$ cat src/rtl/tsc_pkg.sv
package tsc_pkg;
  typedef enum logic [0:0] {
    SRC_INT = 1'b0,
    SRC_EXT = 1'b1
  } clk_src_e;
endpackage

$ cat src/rtl/tsc_prescaler.sv
module tsc_prescaler #(
  parameter int DIV = 8
) (
  input  logic clk_i,
  input  logic rst_ni,
  input  logic sync_i,
  output logic tick_o
);
  generate
    if (DIV <= 1) begin : g_bypass
      logic unused_in;
      assign unused_in = ^{clk_i, rst_ni, sync_i};
      assign tick_o = 1'b1;
    end else begin : g_div
      localparam int CW = $clog2(DIV);
      localparam logic [CW-1:0] LAST = CW'(DIV - 1);
      logic [CW-1:0] cnt_q;
      assign tick_o = (cnt_q == LAST);
      always_ff @(posedge clk_i or negedge rst_ni) begin
        if (!rst_ni)      cnt_q <= '0;
        else if (sync_i)  cnt_q <= '0;
        else if (tick_o)  cnt_q <= '0;
        else              cnt_q <= cnt_q + 1'b1;
      end
    end
  endgenerate
endmodule

$ cat src/rtl/tsc_channel.sv
module tsc_channel
  import tsc_pkg::*;
#(
  parameter int W = 16
) (
  input  logic         clk_i,
  input  logic         rst_ni,
  input  logic         sync_i,
  input  clk_src_e     src_i,
  input  logic         int_tick_i,
  input  logic         ext_i,
  output logic [W-1:0] cnt_o,
  output logic         wave_o,
  output logic         ext_rise_o
);
  localparam logic [W-1:0] CMP_SET = '0;
  localparam logic [W-1:0] CMP_CLR = {1'b1, {(W-1){1'b0}}};

  logic         ext_q;
  logic         step;
  logic [W-1:0] cnt_q, cnt_nxt;
  logic         wave_q;

  assign ext_rise_o = ext_i & ~ext_q;
  assign step       = (src_i == SRC_INT) ? int_tick_i : ext_rise_o;
  assign cnt_nxt    = cnt_q + 1'b1;

  always_ff @(posedge clk_i or negedge rst_ni) begin
    if (!rst_ni)     ext_q <= 1'b0;
    else if (sync_i) ext_q <= 1'b0;
    else             ext_q <= ext_i;
  end

  always_ff @(posedge clk_i or negedge rst_ni) begin
    if (!rst_ni)     cnt_q <= '0;
    else if (sync_i) cnt_q <= '0;
    else if (step)   cnt_q <= cnt_nxt;
  end

  // waveform set on rollover to zero, cleared at half scale
  always_ff @(posedge clk_i or negedge rst_ni) begin
    if (!rst_ni)                          wave_q <= 1'b0;
    else if (sync_i)                      wave_q <= 1'b0;
    else if (step && cnt_nxt == CMP_SET)  wave_q <= 1'b1;
    else if (step && cnt_nxt == CMP_CLR)  wave_q <= 1'b0;
  end

  assign cnt_o  = cnt_q;
  assign wave_o = wave_q;
endmodule

$ cat src/rtl/tsc_link.sv
module tsc_link (
  input  logic link_en_i,
  input  logic wave_i,
  output logic xc_o
);
  assign xc_o = link_en_i & wave_i;
endmodule

$ cat src/rtl/tsc_timestamp.sv
module tsc_timestamp
  import tsc_pkg::*;
#(
  parameter int STAGE_W     = 16,
  parameter int PRESCALE    = 8,
  parameter bit SINGLE_CHAN = 1'b0
) (
  input  logic                   clk_i,
  input  logic                   rst_ni,
  input  logic                   sync_i,
  input  logic                   link_en_i,
  input  logic                   snap_i,
  output logic [2*STAGE_W-1:0]   snap_o,
  output logic                   snap_valid_o,
  output logic                   wave_o
);
  localparam int TS_W = 2 * STAGE_W;

  logic               tick;
  logic [STAGE_W-1:0] lo_cnt, hi_cnt;
  logic               pending;
  logic [TS_W-1:0]    snap_q;
  logic               valid_q;

  tsc_prescaler #(.DIV(PRESCALE)) u_pre (
    .clk_i  (clk_i),
    .rst_ni (rst_ni),
    .sync_i (sync_i),
    .tick_o (tick)
  );

  generate
    if (SINGLE_CHAN) begin : g_single
      logic [TS_W-1:0] cnt;
      logic            unused_rise;
      logic            unused_link;
      assign unused_link = link_en_i;
      tsc_channel #(.W(TS_W)) u_ch0 (
        .clk_i      (clk_i),
        .rst_ni     (rst_ni),
        .sync_i     (sync_i),
        .src_i      (SRC_INT),
        .int_tick_i (tick),
        .ext_i      (1'b0),
        .cnt_o      (cnt),
        .wave_o     (wave_o),
        .ext_rise_o (unused_rise)
      );
      assign lo_cnt  = cnt[STAGE_W-1:0];
      assign hi_cnt  = cnt[TS_W-1:STAGE_W];
      assign pending = 1'b0;
    end else begin : g_chain
      logic lo_wave, xc1;
      logic unused_rise0, unused_wave1;
      tsc_channel #(.W(STAGE_W)) u_ch0 (
        .clk_i      (clk_i),
        .rst_ni     (rst_ni),
        .sync_i     (sync_i),
        .src_i      (SRC_INT),
        .int_tick_i (tick),
        .ext_i      (1'b0),
        .cnt_o      (lo_cnt),
        .wave_o     (lo_wave),
        .ext_rise_o (unused_rise0)
      );
      tsc_link u_link (
        .link_en_i (link_en_i),
        .wave_i    (lo_wave),
        .xc_o      (xc1)
      );
      tsc_channel #(.W(STAGE_W)) u_ch1 (
        .clk_i      (clk_i),
        .rst_ni     (rst_ni),
        .sync_i     (sync_i),
        .src_i      (SRC_EXT),
        .int_tick_i (1'b0),
        .ext_i      (xc1),
        .cnt_o      (hi_cnt),
        .wave_o     (unused_wave1),
        .ext_rise_o (pending)
      );
      assign wave_o = lo_wave;
    end
  endgenerate

  // carry still pending in the high stage is folded into the capture
  always_ff @(posedge clk_i or negedge rst_ni) begin
    if (!rst_ni) begin
      snap_q  <= '0;
      valid_q <= 1'b0;
    end else begin
      valid_q <= snap_i;
      if (snap_i) snap_q <= {hi_cnt + STAGE_W'(pending), lo_cnt};
    end
  end

  assign snap_o       = snap_q;
  assign snap_valid_o = valid_q;
endmodule

$ cat config.mk
export PLATFORM = sky130hd
export DESIGN_NAME = tsc_timestamp
export DESIGN_NICKNAME = d
export VERILOG_FILES = /design/src/rtl/tsc_pkg.sv /design/src/rtl/tsc_prescaler.sv /design/src/rtl/tsc_channel.sv /design/src/rtl/tsc_link.sv /design/src/rtl/tsc_timestamp.sv
export SDC_FILE = /design/constraint.sdc
export NUM_CORES = 1
export LEC_CHECK = 0
export ABC_AREA = 0
export BUFFER_PORTS_ARGS = -buffer_cell sky130_fd_sc_hd__buf_2
export CAP_MARGIN = 10
export CORE_AREA = 5 5 84 86
export CTS_BUF_LIST = sky130_fd_sc_hd__clkbuf_16
export DETAILED_ROUTE_END_ITERATION = 16
export DIE_AREA = 0 0 89 91
export PLACE_DENSITY = 0.77
export SETUP_SLACK_MARGIN = 0.1
export SLEW_MARGIN = 20
export SYNTH_ARGS = -nofsm -noshare
export SYNTH_HDL_FRONTEND = slang
export SYNTH_SLANG_ARGS = --single-unit
$ cat constraint.sdc
create_clock -name clk_i -period 2.65 [get_ports clk_i]
set_input_delay 0.53 -clock clk_i [delete_from_list [all_inputs] [get_ports clk_i]]
set_output_delay 0.53 -clock clk_i [all_outputs]
set_load 0.01 [all_outputs]
Word level (Yosys, flattened, before mapping) --
Index checks and enable logic that the tools add are counted. Widths: inputs -> output; s select.
Operators by class: multiply operators 0, muxes and demuxes 10, divide/modulo/power cells 0, add/sub/neg operators 4, eq/ne operators 2, reductions and logical operators 6, bitwise operators 3, order comparisons 0, shifts and indexed selects 0
Operator list (number):
- $mux 16 | 4
- $add 16x1->16 const B | 2
- $add 16x1->16 | 1
- $eq 16x16->1 const B | 1
- $logic_not 16->1 | 1
- $mux 3 | 2
- $mux 1 | 4
- $reduce_bool 2->1 | 2
- $add 3x1->3 const B | 1
- $eq 3x3->1 const B | 1
- $reduce_bool 3->1 | 1
- $and 1x1->1 | 2
- $logic_and 1x1->1 | 2
- $not 1->1 | 1
Storage, ports and cells: memories 0, bits in registers 70, RAM bits 0, latch bits 0, input port bits 5, output and inout port bits 34, logic and storage cells 32, ROM bits 0

Logic depth before layout (Yosys ltp) --
Gate-level depths: netlist of the first run.
depth after elaboration 6, gate-level depth with buffers 8, depth with buffers taken out 7

Modules after synthesis --
A second synthesis of the first run with hierarchy kept.
Unflattened totals: cells, all modules 399, area, all modules 3946.3 um^2
By module, submodules not included:
- tsc_channel | area each 1107.3 um^2, cells an instance 124, seq. area each 450.4 um^2, instances 2
- tsc_timestamp | area each 1602.8 um^2, cells an instance 142, seq. area each 825.8 um^2, instances 1
- tsc_prescaler | area each 122.6 um^2, cells an instance 8, seq. area each 75.1 um^2, instances 1
- tsc_link | area each 6.3 um^2, cells an instance 1, seq. area each 0.0 um^2, instances 1

Worst setup path after synthesis of the first run --
OpenSTA, ideal clock, no wires.
path type register to register, from reg g_chain.u_ch0.cnt_q[0] (netlist: g_chain.u_ch0.cnt_o[0]), to reg g_chain.u_ch0.wave_q (netlist: g_chain.u_ch0.wave_o), buffers on the path 0, data arrival time 1817 ps, library setup time 120 ps, data required time 2530 ps, setup slack 713 ps, clock period less this slack 1937 ps, cell stages (with the launch flop) 8, cells stage by stage dfrtp_1 -> ha_1 -> nand3_4 -> nor4_1 -> xor2_1 -> a2111oi_2 -> a21oi_1 -> a41o_1
Between the ends: word-level cells in the longest chain between the ends 5, elaborated cells on any way between the ends 8, those cells by class 1 x add/sub; 1 x eq/ne; 2 x mux; 4 x reduce/logical
Ends and longest elaborated chain:
- start, declared | RTL line tsc_channel.sv:21 | logic [W-1:0] cnt_q, cnt_nxt;
- start signal, assigned | RTL line tsc_channel.sv:37 | else if (step) cnt_q <= cnt_nxt;
- $add 16x1->16 (*) | RTL line tsc_channel.sv:26 | assign cnt_nxt = cnt_q + 1'b1;
- $logic_not 16->1 | RTL line tsc_channel.sv:44 | else if (step && cnt_nxt == CMP_SET) wave_q <= 1'b1;
- $logic_and 1x1->1 | RTL line tsc_channel.sv:44
- $mux 1 | RTL line tsc_channel.sv:44
- $mux 1 | RTL line tsc_channel.sv:43 | else if (sync_i) wave_q <= 1'b0;
- end signal, assigned | RTL line tsc_channel.sv:43
- end signal, assigned | RTL line tsc_channel.sv:44
- end signal, assigned | RTL line tsc_channel.sv:45 | else if (step && cnt_nxt == CMP_CLR) wave_q <= 1'b0;
- end, declared | RTL line tsc_channel.sv:22 | logic wave_q;
Mark *: on every way between the ends. The rest lies on a longest branch, timed or not. A chain may end at the register's enable or synchronous reset.

Worst setup path after layout of the first run --
Ends and elaborated chain as after synthesis.

==> results of run 1 <==
-- cells in the mapped netlist (3+ instances only) --
master,count,area share [%]
a21oi_1,20,3.0
o21ai_0,4,0.60
mux2_2,18,6.1
ha_1,6,2.3
nor2_1,58,6.5
xor2_1,31,8.1
xnor2_1,11,2.9
buf_2,4,0.60
clkbuf_1,11,1.2
nand3_1,14,2.1
or3_1,4,0.75
and3_1,7,1.3
nor3_1,4,0.60
dfrtp_1,70,53
nand4_1,12,2.3
nand2_1,23,2.6
nor4_1,3,0.56
-- stage by stage --
stage	worst slack (ps)	utilization [%]	cell area, µm²
floorplan	712.7	-	3336
global placement	617.6	57.65	3577
detailed placement	508.1	57.65	3577
CTS	503.3	62.17	3857
global route	336.7	62.17	3857
finish	483.8	62.17	3857
-- worst min-delay path by stage --
stage / startpoint / to / depth (start not counted)
after global routing: rst_ni / g_chain.u_ch0.cnt_o[3]$_DFFE_PN0P_ / 1
after detailed placement: u_pre.g_div.cnt_q[0]$_DFF_PN0_ / u_pre.g_div.cnt_q[0]$_DFF_PN0_ / 1
after global placement: u_pre.g_div.cnt_q[0]$_DFF_PN0_ / u_pre.g_div.cnt_q[0]$_DFF_PN0_ / 1
after CTS: rst_ni / snap_o[2]$_DFFE_PN0P_ / 1
after floorplan: rst_ni / g_chain.u_ch0.cnt_o[0]$_DFFE_PN0P_ / 0
final: rst_ni / g_chain.u_ch0.cnt_o[0]$_DFFE_PN0P_ / 1
-- per-layer routing --
| metal | GRT usage [%] | share of wire [%] | vias to the layer above |
|---|---|---|---|
| li1 | - | - | 1169 |
| met1 | 22.02 | 44 | 1180 |
| met2 | 28.03 | 49 | 58 |
| met3 | 4.706 | 5.6 | 8 |
| met4 | 6.700 | 1.6 | 0 |
| met5 | 0 | 0 | - |
-- worst max-delay path: cells and delay by family, from the launching register on --
family                     cells  cell delay (ps)
AOI/OAI and AO/OA              3              590
xor gates and xnor gates       1              120
adders and majority gates      1              330
DFF                            1              500
and+or+nand+nor                2              500
-- power by group --
group	leakage [nW]	internal, mW	switching (mW)	total, mW
clock	0.139	0.710	0.406	1.12
sequential	0.953	1.09	0.00893	1.10
combinational	0.730	0.0319	0.0647	0.0965
-- cells by family (layout without fill, tap and decap cells) --
group / count (synthesis) / in the layout / share of synthesized area, %
buffers and inverters: 20 / 59 / 2.626
XOR/XNOR: 42 / 42 / 11.03
flip-flops: 70 / 70 / 52.51
AO/OA/AOI/OAI: 31 / 31 / 5.364
adder cells (fa/ha/maj): 6 / 6 / 2.251
AND/OR/NAND/NOR: 135 / 135 / 19.54
multiplexers: 20 / 20 / 6.677
-- final cells by class --
| cell class | instances | share of cell area (%) |
|---|---|---|
| Clock buffer | 9 | 5.838 |
| Inverter | 2 | 0.1946 |
| Multi-Input combinational cell | 234 | 38.79 |
| Timing Repair Buffer | 41 | 5.838 |
| Sequential cell | 70 | 45.41 |
| Tap cell | 77 | 2.498 |
| Clock inverter | 7 | 1.427 |
-- state kept, by name, summed over array words and instances, names as in the netlist --
name                  flops
snap_o                   32
g_chain.u_ch0.cnt_o      16
g_chain.u_ch1.cnt_o      16
u_pre.g_div.cnt_q         3
g_chain.u_ch0.wave_o      1
g_chain.u_ch1.ext_q       1
snap_valid_o              1
==> impl_metrics.env, run 1 <==
export IMPL_n_antenna_cell=0
export IMPL_required_ps=2870
export IMPL_io_buffer_count=38
export IMPL_die_w_um=89
export IMPL_drtAntennaViolNets=0
export IMPL_h_tree_depth=3
export IMPL_core_mm2=0.006205
export IMPL_place_gp_congestion=0.8515
export IMPL_startpoint_type="register"
export IMPL_start_util_pct=53.76
export IMPL_wirelength_mm=6.190
export IMPL_synth_enable_flop_cells=0
export IMPL_tightest_slew_ps=627.6
export IMPL_syn_num_nets=335
export IMPL_syn2layout_area_growth_pct=15.64
export IMPL_die_h_um=91
export IMPL_yosysSeqAreaShare_pct=52.51
export IMPL_rows=29
export IMPL_gr_total_overflow=0
export IMPL_skew_ps=6.927
export IMPL_synth_area_mm2=0.003336
export IMPL_cts_tree="yes"
export IMPL_relSlewSlack_pct=58.16
export IMPL_hold_slack_ps=218.6
export IMPL_grt_pass1_wl_mm=11.13
export IMPL_max_stage_delay_ps=500
export IMPL_clk_pin_slew_worst_paths_ps=60
export IMPL_final_common_cell="dfrtp_1"
export IMPL_period_minus_slack_ps=2166
export IMPL_root_buffer="clkbuf_16"
export IMPL_ys_flop_type="dfrtp_1"
export IMPL_crit_slowest_cell="dfrtp_1"
export IMPL_finalPower_mw=2.312
export IMPL_endpoint="g_chain.u_ch0.wave_o$_DFFE_PN0P_"
export IMPL_via_per_inst=5.489
export IMPL_layout_cells_non_filler=440
export IMPL_nets=369
export IMPL_fmax_ghz=0.4616
export IMPL_multiInputGateArea_mm2=0.001496
export IMPL_antenna_found_initial=0
export IMPL_slew_violations=0
export IMPL_max_vdd_ir_drop_mv=0.4642
export IMPL_startpoint="g_chain.u_ch0.cnt_o[0]$_DFFE_PN0P_"
export IMPL_fin_tns_setup_ps=0
export IMPL_rrSetupSlack_ps=480
export IMPL_first_iter_violations=119
export IMPL_ff2ff_path_depth=7
export IMPL_postCtsHoldBufs=0
export IMPL_power_leakage_nw=1.822
export IMPL_cts_path_max_buffers=2
export IMPL_hold_viol=0
export IMPL_rsz0062_at_grt="no"
export IMPL_firstDrtPassIters=4
export IMPL_place_inst=424
export IMPL_io_pins=39
export IMPL_crit_chain="ha_1 > nand3_4 > nor4_1 > xor2_1 > a2111oi_2 > a21oi_1 > a41o_1"
export IMPL_period_share_pct=81.74
export IMPL_seq_area_mm2=0.001752
export IMPL_crit_fanout=9
export IMPL_fill_cells=508
export IMPL_grt_max_degree=45
export IMPL_rr_endpoint="g_chain.u_ch0.wave_o$_DFFE_PN0P_"
export IMPL_drv_cap=0
export IMPL_die_area_mm2=0.008099
export IMPL_grt_util_all_layers_pct=17.33
export IMPL_drive_above_1_share_pct=21.21
export IMPL_outcome="complete, no violations"
export IMPL_via_count=2415
export IMPL_postCtsSetupBuffers=0
export IMPL_path_class="reg -> reg"
export IMPL_cts_resized=0
export IMPL_cts_made_buffers=9
export IMPL_hp_class="in -> async"
export IMPL_wl_per_cell_um=14.07
export IMPL_p_per_area_mw_per_mm2=599.2
export IMPL_mostFrequentLayoutCells="dfrtp_1, nor2_1, buf_2"
export IMPL_dp_hpwl_mm=4.332
export IMPL_ys_warn_count=0
export IMPL_cp_arrival_ps=2380
export IMPL_ys_seq_elements=70
export IMPL_drcViolationCount=0
export IMPL_clock_sinks=70
export IMPL_synthArstFlopShare_pct=100.0
export IMPL_setup_viol=0
export IMPL_r2r_start="g_chain.u_ch0.cnt_o[0]$_DFFE_PN0P_"
export IMPL_grt_pass1_vias=2483
export IMPL_clk_latency_ps=330
export IMPL_synthCells=324
export IMPL_avgSynthCellArea_um2=10.30
export IMPL_netlist_cell_type_count=36
export IMPL_crit_path_end_kind="register"
Note: power is estimated with default switching activity, not from simulation.
==> run 2: changes to the inputs <==
--- a/config.mk
+++ b/config.mk
@@ -5,14 +5,14 @@
 export SDC_FILE = /design/constraint.sdc
 export NUM_CORES = 1
 export LEC_CHECK = 0
-export ABC_AREA = 0
+export ABC_AREA = 1
 export BUFFER_PORTS_ARGS = -buffer_cell sky130_fd_sc_hd__buf_2
 export CAP_MARGIN = 10
-export CORE_AREA = 5 5 84 86
+export CORE_AREA = 5 5 88 90
 export CTS_BUF_LIST = sky130_fd_sc_hd__clkbuf_16
 export DETAILED_ROUTE_END_ITERATION = 16
-export DIE_AREA = 0 0 89 91
-export PLACE_DENSITY = 0.77
+export DIE_AREA = 0 0 93 95
+export PLACE_DENSITY = 0.76
 export SETUP_SLACK_MARGIN = 0.1
 export SLEW_MARGIN = 20
 export SYNTH_ARGS = -nofsm -noshare
==> constraint.sdc (replaced) <==
create_clock -name clk_i -period 1.8 [get_ports clk_i]
set_input_delay 0.36 -clock clk_i [delete_from_list [all_inputs] [get_ports clk_i]]
set_output_delay 0.36 -clock clk_i [all_outputs]
set_load 0.01 [all_outputs]
==> impl_metrics.env, run 2 <==
export IMPL_outcome="finished with violations"
export IMPL_violations="negative setup slack"
export IMPL_path_delay_family="simple AND/OR/NAND/NOR gates"
export IMPL_fill_cells=565
export IMPL_antenna_found_initial=0
export IMPL_dp_hpwl_mm=5.592
export IMPL_fmax_ghz=0.5211
export IMPL_syn_num_nets=445
export IMPL_firstDrtPassIters=5
export IMPL_drive_above_1_share_pct=26.88
export IMPL_synth_common_cells="nand2_1, dfrtp_1, o21ai_0, inv_1, nor2_1"
export IMPL_synth_area_leaders="dfrtp_1, nand2_1, o21ai_0"
export IMPL_yosysSeqAreaShare_pct=50.32
export IMPL_place_inst=562
export IMPL_fin_tns_setup_ps=-354.0
export IMPL_max_stage_delay_ps=390
export IMPL_cts_tree="yes"
export IMPL_cp_arrival_ps=2130
export IMPL_pre_cts_ws_ps=-262.2
export IMPL_grt_pass1_vias=3040
export IMPL_relSlewSlack_pct=67.11
export IMPL_wirelength_mm=8.506
export IMPL_fin_ws_ps=-119.2
export IMPL_hold_viol=0
export IMPL_tightest_slew_ps=493.4
export IMPL_clk_latency_ps=330
export IMPL_period_minus_slack_ps=1919
export IMPL_clkPwrFrac_pct=52.1
export IMPL_finalPower_mw=3.534
export IMPL_combPwrFrac_pct=3.1
export IMPL_drtAntennaViolNets=0
export IMPL_p_int_mw=2.799
export IMPL_clock_sinks=70
export IMPL_power_leakage_nw=2.133
export IMPL_clk_pin_slew_worst_paths_ps=60
export IMPL_seq_power_share_pct=44.9
export IMPL_die_w_um=93
export IMPL_period_share_pct=106.6
export IMPL_p_sw_share_pct=20.81
export IMPL_yosysTopAreaCellShare_pct=50.32
export IMPL_path_class="reg -> reg"
export IMPL_placed_cell_area_mm2=0.003894
export IMPL_wl_per_cell_um=14.47
export IMPL_p_switching_mw=0.7354
export IMPL_layout_cells_non_filler=588
export IMPL_final_common_cell="nand2_1"
export IMPL_avgSynthCellArea_um2=8.020
export IMPL_n_antenna_cell=0
export IMPL_critPathBufInv=4
export IMPL_io_pins=39
export IMPL_hold_slack_ps=59.59
export IMPL_drv_cap=0
export IMPL_synth_most_common_cell="nand2_1"
export IMPL_syn2layout_area_growth_pct=26.42
export IMPL_grt_pass1_wl_mm=14.21
export IMPL_crit_fanout=3
export IMPL_mostFrequentLayoutCells="nand2_1, dfrtp_1, inv_1"
export IMPL_crit_chain="nor3_4 > ha_4 > ha_4 > inv_2 > nor2_2 > inv_1 > nor2_2 > inv_2 > nor2_4 > inv_2 > nor2_2 > xor2_1 > o21ai_1"
export IMPL_synth_top_area_cell="dfrtp_1"
export IMPL_crit_slowest_cell="dfrtp_1"
export IMPL_io_buffer_count=38
export IMPL_synthArstFlopShare_pct=100.0
export IMPL_hp_class="in -> async"
export IMPL_synth_area_mm2=0.003481
export IMPL_startpoint_type="register"
export IMPL_ys_warn_count=0
export IMPL_die_h_um=95
export IMPL_cts_made_buffers=9
export IMPL_rsz0062_at_grt="yes"
export IMPL_nets=512
export IMPL_postCtsHoldBufs=0
export IMPL_crit_path_end_kind="register"
export IMPL_ys_flop_type="dfrtp_1"
export IMPL_drcViolationCount=0
export IMPL_max_vdd_ir_drop_mv=0.4728
export IMPL_skew_ps=2.815
export IMPL_setup_viol=8
export IMPL_synthCells=434
export IMPL_place_gp_congestion=0.8738
export IMPL_core_mm2=0.006982
export IMPL_p_per_area_mw_per_mm2=803.1
export IMPL_rows=31
export IMPL_synth_enable_flop_cells=0
export IMPL_required_ps=2010
export IMPL_via_per_inst=5.344
export IMPL_start_util_pct=49.86
export IMPL_first_iter_violations=121
export IMPL_cts_path_max_buffers=2
export IMPL_fin_util_pct=63.03
export IMPL_gr_total_overflow=0
export IMPL_grt_max_degree=39
export IMPL_root_buffer="clkbuf_16"
export IMPL_netlist_cell_type_count=28
export IMPL_ys_seq_elements=70
export IMPL_via_count=3142
export IMPL_largest_reg_flops=32
export IMPL_design_area_mm2=0.004400
export IMPL_slew_violations=0
export IMPL_die_area_mm2=0.008835
export IMPL_h_tree_depth=3
export IMPL_grt_util_all_layers_pct=20.47
==> run 2: cell type report <==
class / count / area, µm² / share of cell area, %
clock buffers: 9 / 225.2 / 5.118
clock inverters: 7 / 81.33 / 1.848
inverters: 52 / 197.7 / 4.492
multi-input cells: 302 / 1640 / 37.28
flip-flops and latches: 70 / 1753 / 39.84
well taps: 82 / 102.6 / 2.332
repair buffers: 66 / 400.4 / 9.099
==> run 2: kinds of logic (layout without fill, tap and decap cells) <==
kind of cell               Yosys count  in the layout  synth area share (%)
buffers and inverters               62            134                 6.686
and+or+nand+nor                    211            211                 27.17
AOI/OAI and AO/OA                   76             76                 11.39
DFF                                 70             70                 50.32
adders and majority gates            6              6                 2.157
xor gates and xnor gates             9              9                 2.265
==> run 2: worst paths after layout <==
path	from	endpoint	slack, ps	cells past startpoint
max	g_chain.u_ch1.ext_q$_DFF_PN0_	snap_o[28]$_DFFE_PN0P_	-120	13
min	rst_ni	snap_o[12]$_DFFE_PN0P_	60	2
max reg2reg	g_chain.u_ch1.ext_q$_DFF_PN0_	snap_o[28]$_DFFE_PN0P_	-120	13
min reg2reg	u_pre.g_div.cnt_q[0]$_DFF_PN0_	u_pre.g_div.cnt_q[0]$_DFF_PN0_	450	1
max in group asynchronous	rst_ni	g_chain.u_ch0.cnt_o[2]$_DFFE_PN0P_	1340	2
min in group clk_i	snap_i	snap_valid_o$_DFF_PN0_	310	1
==> run 2: repair_timing <==
action,4_1_cts,5_1_grt
pin swaps,10,8
resized for setup,22,19
endpoints found under the setup margin,16,23
buffers inserted,9,4
==> run 2: worst register-to-register path: stages, from the launching register on <==
cell and delay (ps):
dfrtp_1 390, nor3_4 240, ha_4 180, ha_4 140, inv_2 40, nor2_2 110, inv_1 60, nor2_2 120
inv_2 70, nor2_4 100, inv_2 50, nor2_2 90, xor2_1 140, o21ai_1 70
==> run 2: power by group through the flow <==
stage                     combinational, mW  sequential, mW  clock, mW
after floorplan                      0.0456            1.61          0
after global placement                0.104            1.61          0
after detailed placement              0.106            1.61          0
after CTS                             0.108            1.58       1.86
after global routing                  0.125            1.58       1.94
final                                 0.108            1.59       1.84
==> run 2: metal layers <==
metal | GRT usage, % | up-vias | routed length (µm)
met1 | 24.31 | 1527 | 3566
li1 | - | 1535 | -
met3 | 3.586 | 23 | 231
met5 | 0 | - | 0
met4 | 10.38 | 0 | 238
met2 | 35.69 | 57 | 4468
==> run 3: changes to the inputs <==
--- a/config.mk
+++ b/config.mk
@@ -5,14 +5,13 @@
 export SDC_FILE = /design/constraint.sdc
 export NUM_CORES = 1
 export LEC_CHECK = 0
-export ABC_AREA = 1
 export BUFFER_PORTS_ARGS = -buffer_cell sky130_fd_sc_hd__buf_2
 export CAP_MARGIN = 10
-export CORE_AREA = 5 5 88 90
+export CORE_AREA = 5 5 87 89
 export CTS_BUF_LIST = sky130_fd_sc_hd__clkbuf_16
 export DETAILED_ROUTE_END_ITERATION = 16
-export DIE_AREA = 0 0 93 95
-export PLACE_DENSITY = 0.76
+export DIE_AREA = 0 0 92 94
+export PLACE_DENSITY = 0.75
 export SETUP_SLACK_MARGIN = 0.1
 export SLEW_MARGIN = 20
 export SYNTH_ARGS = -nofsm -noshare
==> impl_metrics.env, run 3 (synthesis gave the netlist of run 1 again) <==
export IMPL_via_per_inst=5.317
export IMPL_grt_pass1_vias=2549
export IMPL_clk_pin_slew_worst_paths_ps=50
export IMPL_crit_chain="buf_4 > a2111oi_4 > a21oi_1 > a2111oi_4 > a21oi_1 > a41o_1"
export IMPL_hold_viol=0
export IMPL_max_vdd_ir_drop_mv=0.5683
export IMPL_clock_sinks=70
export IMPL_combPwrFrac_pct=4.4
export IMPL_setup_viol=1
export IMPL_cts_made_buffers=9
export IMPL_dp_hpwl_mm=4.782
export IMPL_core_mm2=0.006681
export IMPL_crit_fanout=4
export IMPL_path_class="reg -> reg"
export IMPL_relSlewSlack_pct=64.66
export IMPL_firstDrtPassIters=4
export IMPL_hp_class="in -> async"
export IMPL_grt_util_all_layers_pct=17.00
export IMPL_die_h_um=94
export IMPL_antenna_found_initial=0
export IMPL_h_tree_depth=3
export IMPL_drcViolationCount=0
export IMPL_wl_per_cell_um=14.63
export IMPL_slew_violations=0
export IMPL_nets=403
export IMPL_postCtsHoldBufs=0
export IMPL_routed_top_layer="met4"
export IMPL_gr_total_overflow=0
export IMPL_final_common_cell="dfrtp_1"
export IMPL_rsz0062_at_grt="yes"
export IMPL_clkPwrFrac_pct=48.2
export IMPL_n_antenna_cell=0
export IMPL_io_buffer_count=38
export IMPL_layout_cells_non_filler=477
export IMPL_fmax_ghz=0.5340
export IMPL_syn2layout_area_growth_pct=27.98
export IMPL_crit_slowest_cell="dfrtp_2"
export IMPL_cts_tree="yes"
export IMPL_met1Wirelength_mm=3.026
export IMPL_die_area_mm2=0.008648
export IMPL_p_sw_share_pct=20.88
export IMPL_period_minus_slack_ps=1873
export IMPL_drtAntennaViolNets=0
export IMPL_root_buffer="clkbuf_16"
export IMPL_wl_met2_mm=3.577
export IMPL_p_switching_mw=0.7117
export IMPL_required_ps=2010
export IMPL_place_gp_congestion=0.8275
export IMPL_clk_latency_ps=330
export IMPL_first_iter_violations=77
export IMPL_rows=30
export IMPL_seq_power_share_pct=47.4
export IMPL_violations="negative setup slack"
export IMPL_drv_cap=0
export IMPL_mostFrequentLayoutCells="dfrtp_1, nor2_1, buf_2"
export IMPL_startpoint_type="register"
export IMPL_rrSetupSlack_ps=-70
export IMPL_crit_path_end_kind="register"
export IMPL_io_pins=39
export IMPL_finalPower_mw=3.408
export IMPL_wl_met3_um=243
export IMPL_tightest_slew_ps=530.1
export IMPL_period_share_pct=104.0
export IMPL_fin_ws_ps=-72.54
export IMPL_largest_reg_flops=32
export IMPL_fill_cells=553
export IMPL_place_inst=456
export IMPL_die_w_um=92
export IMPL_grt_max_degree=32
export IMPL_start_util_pct=49.93
export IMPL_wirelength_mm=6.980
export IMPL_p_int_mw=2.697
export IMPL_skew_ps=4.997
export IMPL_max_stage_delay_ps=440
export IMPL_cp_arrival_ps=2080
export IMPL_grt_pass1_wl_mm=11.74
export IMPL_p_per_area_mw_per_mm2=798.4
export IMPL_drive_above_1_share_pct=34.51
export IMPL_outcome="finished with violations"
export IMPL_cts_path_max_buffers=2
export IMPL_via_count=2536
export IMPL_power_leakage_nw=2.016
run 3: per-layer routing:
metal | vias to the layer above | track usage (%)
li1 | 1240 | -
met1 | 1234 | 21.19
met2 | 53 | 28.71
met5 | - | 0
met4 | 0 | 7.921
met3 | 9 | 3.045
run 3: path summary, 6_finish.rpt:
check                                                         from                                  to  depth (start not counted)
worst max-delay path            g_chain.u_ch0.cnt_o[0]$_DFFE_PN0P_    g_chain.u_ch0.wave_o$_DFFE_PN0P_                          6
worst min-delay path                                        rst_ni  g_chain.u_ch0.cnt_o[3]$_DFFE_PN0P_                          1
worst max register to register  g_chain.u_ch0.cnt_o[0]$_DFFE_PN0P_    g_chain.u_ch0.wave_o$_DFFE_PN0P_                          6
worst min register to register      u_pre.g_div.cnt_q[0]$_DFF_PN0_      u_pre.g_div.cnt_q[0]$_DFF_PN0_                          1
max in group asynchronous                                   rst_ni  g_chain.u_ch1.cnt_o[8]$_DFFE_PN0P_                          2
min in group clk_i                                       link_en_i       g_chain.u_ch1.ext_q$_DFF_PN0_                          2
run 3: repair_timing:
action	CTS	global route
endpoints found under the setup margin	5	13
gates resized for setup	3	28
buffers inserted	1	4
pin swaps	3	6
hold endpoints to repair	0	0
run 3: power by group through the flow:
| stage | registers [mW] | clock network [mW] | logic, mW |
|---|---|---|---|
| 2_1_floorplan | 1.66 | 0 | 0.0564 |
| 3_3_place_gp | 1.64 | 0 | 0.148 |
| 3_5_place_dp | 1.64 | 0 | 0.152 |
| 4_1_cts | 1.62 | 1.69 | 0.153 |
| 5_1_grt | 1.62 | 1.76 | 0.168 |
| 6_report | 1.62 | 1.64 | 0.149 |
run 3: cell type report:
| cell class | count | area, µm² | area share [%] |
|---|---|---|---|
| tap | 80 | 100.1 | 2.345 |
| sequential | 70 | 1762 | 41.27 |
| timing repair buffer | 75 | 493.0 | 11.55 |
| inverter | 2 | 7.507 | 0.1759 |
| clock buffer | 9 | 225.2 | 5.276 |
| clock inverter | 7 | 52.55 | 1.231 |
| multi-input combinational | 234 | 1629 | 38.16 |
run 3: through the flow:
stage / cell area (µm²) / hold slack (ps) / util (%) / setup TNS, ps / setup slack, ps
floorplan: 3361 / 64.41 / - / -12.83 / -12.83
global placement: 3836 / 354.8 / 57.42 / -54.71 / -54.71
detailed placement: 3836 / 364.2 / 57.42 / -87.23 / -87.23
CTS: 4129 / 9.665 / 61.80 / -61.10 / -61.10
global route: 4269 / 39.55 / 63.90 / -165.0 / -165.0
finish: 4269 / 14.05 / 63.90 / -72.54 / -72.54
run 3: critical path, delay by kind of cell, from the launching register on:
family / cells / cell delay (ps)
AO/OA/AOI/OAI: 5 / 1170
flip-flops: 1 / 440
buffers and inverters: 1 / 160
